`config.mk`:
```
export PLATFORM = sky130hd
export DESIGN_NAME = play_ctrl_regs
export DESIGN_NICKNAME = d
export VERILOG_FILES = /design/src/rtl/vpc_pkg.sv /design/src/rtl/vpc_addr_decode.sv /design/src/rtl/vpc_sample_stage.sv /design/src/rtl/vpc_power_ctrl.sv /design/src/rtl/play_ctrl_regs.sv
export SDC_FILE = /design/constraint.sdc
export NUM_CORES = 1
export LEC_CHECK = 0
export CORE_UTILIZATION = 48
export CTS_BUF_LIST = sky130_fd_sc_hd__clkbuf_4 sky130_fd_sc_hd__clkbuf_8
export CTS_CLUSTER_DIAMETER = 80
export CTS_CLUSTER_SIZE = 20
export DETAILED_ROUTE_END_ITERATION = 16
export PLACE_DENSITY = 0.92
export SLEW_MARGIN = 0
export SYNTH_ARGS = -nofsm -noshare
export SYNTH_HDL_FRONTEND = slang
export SYNTH_SLANG_ARGS = --single-unit
```
`constraint.sdc`:
```
create_clock -name clk -period 1.4 [get_ports clk]
set_input_delay 0.21 -clock clk [delete_from_list [all_inputs] [get_ports clk]]
set_output_delay 0.21 -clock clk [all_outputs]
set_load 0.01 [all_outputs]
```
`src/rtl/vpc_pkg.sv`:
```
package vpc_pkg;

    localparam int BYTE_W   = 8;
    localparam int VOL_W    = 7;
    localparam int SAMPLE_W = 2 * BYTE_W;
    localparam int NUM_REGS = 4;
    localparam int SEL_W    = $clog2(NUM_REGS);

    typedef enum logic [SEL_W-1:0] {
        SEL_LEVEL     = 2'd0,
        SEL_POWER     = 2'd1,
        SEL_SAMPLE_LO = 2'd2,
        SEL_SAMPLE_HI = 2'd3
    } reg_sel_e;

    typedef struct packed {
        logic             sound_on;
        logic [VOL_W-1:0] level;
    } level_reg_t;

    typedef struct packed {
        logic amp;
        logic dac;
    } power_reg_t;

    typedef struct packed {
        logic     hit;
        reg_sel_e sel;
    } decode_t;

    function automatic logic [BYTE_W-1:0] power_to_byte(input power_reg_t p);
        return {{(BYTE_W-2){1'b0}}, p};
    endfunction

    function automatic power_reg_t byte_to_power(input logic [BYTE_W-1:0] b);
        power_reg_t p;
        p.amp = b[1];
        p.dac = b[0];
        return p;
    endfunction

endpackage

```
`src/rtl/vpc_addr_decode.sv`:
```
module vpc_addr_decode
    import vpc_pkg::*;
#(
    parameter int ADDR_W = 3
) (
    input  logic                clk,
    input  logic                rst,
    input  logic [ADDR_W-1:0]   addr,
    input  logic                we,
    output decode_t             dec,
    output logic [NUM_REGS-1:0] wr_stb
);

    generate
        if (ADDR_W > SEL_W) begin : g_upper
            assign dec.hit = (addr[ADDR_W-1:SEL_W] == '0);
        end else begin : g_full
            assign dec.hit = 1'b1;
        end
    endgenerate

    assign dec.sel = reg_sel_e'(addr[SEL_W-1:0]);

    for (genvar g = 0; g < NUM_REGS; g++) begin : g_stb
        assign wr_stb[g] = we && dec.hit && (dec.sel == reg_sel_e'(SEL_W'(g)));
    end

    // an unmapped address raises no register strobe
    p_unmapped_quiet_r8: assert property (@(posedge clk) disable iff (rst)
        !dec.hit |-> (wr_stb == '0));

    // without the write strobe no register strobe fires
    p_no_strobe_r9: assert property (@(posedge clk) disable iff (rst)
        !we |-> (wr_stb == '0));

    p_single_strobe_r8: assert property (@(posedge clk) disable iff (rst)
        $onehot0(wr_stb));

endmodule

```
`src/rtl/vpc_sample_stage.sv`:
```
module vpc_sample_stage
    import vpc_pkg::*;
(
    input  logic                clk,
    input  logic                rst,
    input  logic                wr_lo,
    input  logic                wr_hi,
    input  logic [BYTE_W-1:0]   wdata,
    output logic [BYTE_W-1:0]   staged_lo,
    output logic [SAMPLE_W-1:0] code
);

    always_ff @(posedge clk) begin
        if (rst) begin
            staged_lo <= '0;
        end else if (wr_lo) begin
            staged_lo <= wdata;
        end
    end

    always_ff @(posedge clk) begin
        if (rst) begin
            code <= '0;
        end else if (wr_hi) begin
            code <= {wdata, staged_lo};
        end
    end

    // code holds unless the high byte is written
    p_code_hold_r4: assert property (@(posedge clk) disable iff (rst)
        !wr_hi |=> $stable(code));

    // high write commits the new byte together with the staged low byte
    p_code_commit_r5: assert property (@(posedge clk) disable iff (rst)
        wr_hi |=> (code == {$past(wdata), $past(staged_lo)}));

endmodule

```
`src/rtl/vpc_power_ctrl.sv`:
```
module vpc_power_ctrl
    import vpc_pkg::*;
(
    input  logic              clk,
    input  logic              rst,
    input  logic              wr_level,
    input  logic              wr_power,
    input  logic [BYTE_W-1:0] wdata,
    input  logic              sleep,
    output level_reg_t        level_q,
    output power_reg_t        power_q,
    output logic              dac_on,
    output logic              amp_on
);

    always_ff @(posedge clk) begin
        if (rst) begin
            level_q <= '0;
        end else if (wr_level) begin
            level_q <= level_reg_t'(wdata);
        end
    end

    always_ff @(posedge clk) begin
        if (rst) begin
            power_q <= '0;
        end else if (wr_power) begin
            power_q <= byte_to_power(wdata);
        end
    end

    always_comb begin
        dac_on = power_q.dac && !sleep;
        amp_on = power_q.amp && !sleep;
    end

    // sleep holds both enables off
    p_sleep_off_r6: assert property (@(posedge clk) disable iff (rst)
        sleep |-> (!dac_on && !amp_on));

    // leaving sleep restores the stored enables with no rewrite
    p_wake_restore_r7: assert property (@(posedge clk) disable iff (rst)
        (!sleep && $past(sleep) && !$past(wr_power)) |->
            (dac_on == $past(power_q.dac) && amp_on == $past(power_q.amp)));

    // the level register only moves on its own write
    p_level_hold_r2: assert property (@(posedge clk) disable iff (rst)
        !wr_level |=> $stable(level_q));

endmodule

```
`src/rtl/play_ctrl_regs.sv`:
```
module play_ctrl_regs
    import vpc_pkg::*;
#(
    parameter int ADDR_W = 3
) (
    input  logic                clk,
    input  logic                rst,
    input  logic [ADDR_W-1:0]   bus_addr,
    input  logic                bus_we,
    input  logic [BYTE_W-1:0]   bus_wdata,
    output logic [BYTE_W-1:0]   bus_rdata,
    input  logic                sleep_req,
    output logic [SAMPLE_W-1:0] dac_code,
    output logic                dac_on,
    output logic                amp_on,
    output logic                spk_unmute,
    output logic [VOL_W-1:0]    vol_code
);

    decode_t             dec;
    logic [NUM_REGS-1:0] wr_stb;
    logic [BYTE_W-1:0]   staged_lo;
    level_reg_t          level_q;
    power_reg_t          power_q;

    vpc_addr_decode #(.ADDR_W(ADDR_W)) u_decode (
        .clk    (clk),
        .rst    (rst),
        .addr   (bus_addr),
        .we     (bus_we),
        .dec    (dec),
        .wr_stb (wr_stb)
    );

    vpc_sample_stage u_sample (
        .clk       (clk),
        .rst       (rst),
        .wr_lo     (wr_stb[SEL_SAMPLE_LO]),
        .wr_hi     (wr_stb[SEL_SAMPLE_HI]),
        .wdata     (bus_wdata),
        .staged_lo (staged_lo),
        .code      (dac_code)
    );

    vpc_power_ctrl u_power (
        .clk      (clk),
        .rst      (rst),
        .wr_level (wr_stb[SEL_LEVEL]),
        .wr_power (wr_stb[SEL_POWER]),
        .wdata    (bus_wdata),
        .sleep    (sleep_req),
        .level_q  (level_q),
        .power_q  (power_q),
        .dac_on   (dac_on),
        .amp_on   (amp_on)
    );

    assign spk_unmute = level_q.sound_on;
    assign vol_code   = level_q.level;

    always_comb begin
        bus_rdata = '0;
        if (dec.hit) begin
            unique case (dec.sel)
                SEL_LEVEL:     bus_rdata = level_q;
                SEL_POWER:     bus_rdata = power_to_byte(power_q);
                SEL_SAMPLE_LO: bus_rdata = staged_lo;
                SEL_SAMPLE_HI: bus_rdata = dac_code[SAMPLE_W-1:BYTE_W];
                default:       bus_rdata = '0;
            endcase
        end
    end

    // unmapped reads return zero
    p_unmapped_read_r8: assert property (@(posedge clk) disable iff (rst)
        ((bus_addr >> SEL_W) != '0) |-> (bus_rdata == '0));

    // unused power bits read zero
    p_power_pad_r3: assert property (@(posedge clk) disable iff (rst)
        (bus_addr == ADDR_W'(SEL_POWER)) |-> (bus_rdata[BYTE_W-1:2] == '0));

    // outputs are zero right after reset
    p_reset_clear_r1: assert property (@(posedge clk)
        $past(rst) |-> (dac_code == '0 && !spk_unmute && vol_code == '0));

endmodule

```
==> impl_metrics.yaml <==
logic_synthesis:
  synth_compound_area_frac: 0.0324
  ys_ff_latch: 34
  synth-warning-count: 0
  synth.avg_cell_area_sq_um: 10.5
  synthAdderAreaFrac: 0
  synth_seq_area_share: 0.419
  synth_simple_gate_area_frac: 0.223
  syn_area_sq_mm: 0.00162
  synth_cells: 154
  synth_top_family_by_area: "multiplexers"
  syn-num-nets: 169
  synth_xor_xnor_area_share: 0
  ys_types: 18
  synthMuxAreaShare: 0.274
worst_setup_path:
  slowest_delay_ps: 450
  worst-path-buf-inv: 1
  endpoint_kind: "primary output"
  cp_max_fo: 2
  path_cells: "mux4_2 -> nor2b_1 -> buf_2"
  cp.required_ps: 1190
  cp-start-kind: "register"
  arrival_ps: 1400
  path_delay_family: "multiplexers"
  crit_type: "reg -> out"
  rrSetupSlack_ps: 600
  cp_slowest_cell: "mux4_2"
global_routing:
  gr-total-overflow: 0
  grt_pass1_vias: 1491
  antenna_found_initial: 0
  grt_pass1_wl_mm: 6.95
  grt_usage: 0.272
  grt_max_degree: 43
die:
  ios: 49
  die_width_microns: 60.1
  num_rows: 20
  core_sq_mm: 0.00313
  die_area_sq_mm: 0.00362
  die_h_microns: 60.1
  initial_core_util: 0.519
cells_and_area:
  drive_gt1_frac: 0.333
  final_nets: 242
  final_util: 0.778
  syn2layout_area_growth_pct: 50.0
  antennaDiodeCount: 0
  final_cell_area_sq_mm: 0.00243
  stdcell_count: 272
sta:
  final-hold-violation-count: 0
  setup_viol: 2
  fin_crit_sh: 1.15
  slew_violations: 0
  max_freq_mhz: 622
  maxSlewHeadroom: 0.799
  tns_ps: -417
  fin_hold_ws_ps: 479
  setup_ws_ps: -209
  post-route-min-period_ps: 1610
  rsz0062_at_grt: "yes"
  finClkSkew_ps: 6.76
  tightest_slew_ps: 299
clocking:
  cts_tree: "built"
  root_buffer: "clkbuf_4"
  worstSkewPairLatency_ps: 330
  clk_path_buf_depth: 2
  path_clk_slew_ps: 100
  hold_buffers: 0
  cts_buffers: 5
  ctsHtreeMaxLevel: 2
  cts.sinks: 34
outcome:
  violations: "setup timing"
  outcome: "finished with violations"
flow_run:
  maxCapViolCount: 0
place:
  postPlaceCellArea_sq_mm: 0.00231
  dp_hpwl_mm: 3.01
  numPortBuffers: 48
  dp_slack_ps: -749
  placed_cells: 260
  place_congestion: 0.841
pwr:
  worst_ir_drop_vdd_mv: 0.544
  power.leakage_nw: 1.15
  pwr_density_cell_mw_per_mm2: 756
  power.total_mw: 1.84
drt:
  drt-vias-per-instance: 5.20
  ant_nets: 0
  drt_iter0_drc: 49
  wl_per_cell_microns: 16.4
  wl_mm: 4.46
  drc: 0
  drtPass1Iterations: 4
  num_vias: 1414
worst_hold_path:
  hp-class: "reg -> reg"
[cells in the mapped netlist]
cell type   n  area [sq um]
buf_6       1          11.3
or2_2       1          6.26
nand4b_1    1          8.76
nand2b_1   42           263
and4b_1     1          10.0
clkbuf_1    7          26.3
nor2b_1     4          25.0
inv_1       6          22.5
buf_4       1          7.51
nand4bb_1   2          22.5
dfxtp_1    34           681
mux4_2      2          45.0
and4bb_2    1          12.5
or4b_1      1          10.0
buf_2       3          15.0
mux2i_1    40           400
nand2_1     1          3.75
o32ai_1     6          52.6
[per-layer routing]
layer  GRT usage  wire [microns]  up-vias
met2       0.482            2330       57
met1       0.307            1840      676
met5           0               0        -
met3      0.0693             218       10
li1            -               -      671
met4       0.110              76        0
[cells by family (layout without fill, tap and decap cells)]
| family | count (synthesis) | in the layout |
|---|---|---|
| mux | 42 | 42 |
| buf+inv | 18 | 92 |
| simple gates | 54 | 54 |
| flops | 34 | 34 |
| compound gates | 6 | 6 |
[state kept, by name, indices dropped and copies added (netlist names)]
register / flops
u_sample.staged_lo: 8
u_sample.code: 16
u_power.power_q: 2
u_power.level_q: 8
[final cells by class]
type	instances	area, sq um
Multi-Input combinational cell	102	945
Fill cell	228	693
Clock inverter	1	5.00
Inverter	6	22.5
Timing Repair Buffer	78	657
Clock buffer	7	58.8
Sequential cell	34	692
Tap cell	44	55.1
[final timing paths]
kind                            from                 end  cells after the start
setup / recovery    u_sample.code[9]        bus_rdata[1]                      3
hold / removal      u_sample.code[0]    u_sample.code[0]                      2
setup reg to reg  u_power.power_q[0]  u_power.power_q[0]                      4
hold reg to reg     u_sample.code[0]    u_sample.code[0]                      2
[worst reg2reg max path: cells and delay by family (launching register included)]
kind | cells | cell delay, ps
simple gates | 1 | 70
mux | 1 | 60
buf+inv | 2 | 220
flops | 1 | 340
[power breakdown]
part	switching [mW]	leakage [nW]	internal (mW)
combinational	0.120	0.829	0.147
sequential	0.0117	0.279	0.984
clock	0.315	0.0387	0.263
total	0.447	1.15	1.39
[cells in the final DEF (no fill, tap or decap), drive strengths merged, types with 2 or more instances in the layout]
master,Yosys,final
buf,5,40
mux2i,40,40
dfxtp,34,34
nand4bb,2,2
nand2b,42,42
nor2b,4,4
dlygate4sd2,0,26
clkbuf,7,8
clkdlybuf4s50,0,11
inv,6,6
o32ai,6,6
mux4,2,2
[repair_timing]
| action | CTS | global route |
|---|---|---|
| resized for setup | 87 | 17 |
| pin swaps | 2 | 4 |
| setup endpoints to repair | 45 | 10 |
| buffers inserted | 3 | 1 |
| gates cloned | 1 | 0 |
(Power assumes the default switching activity.)
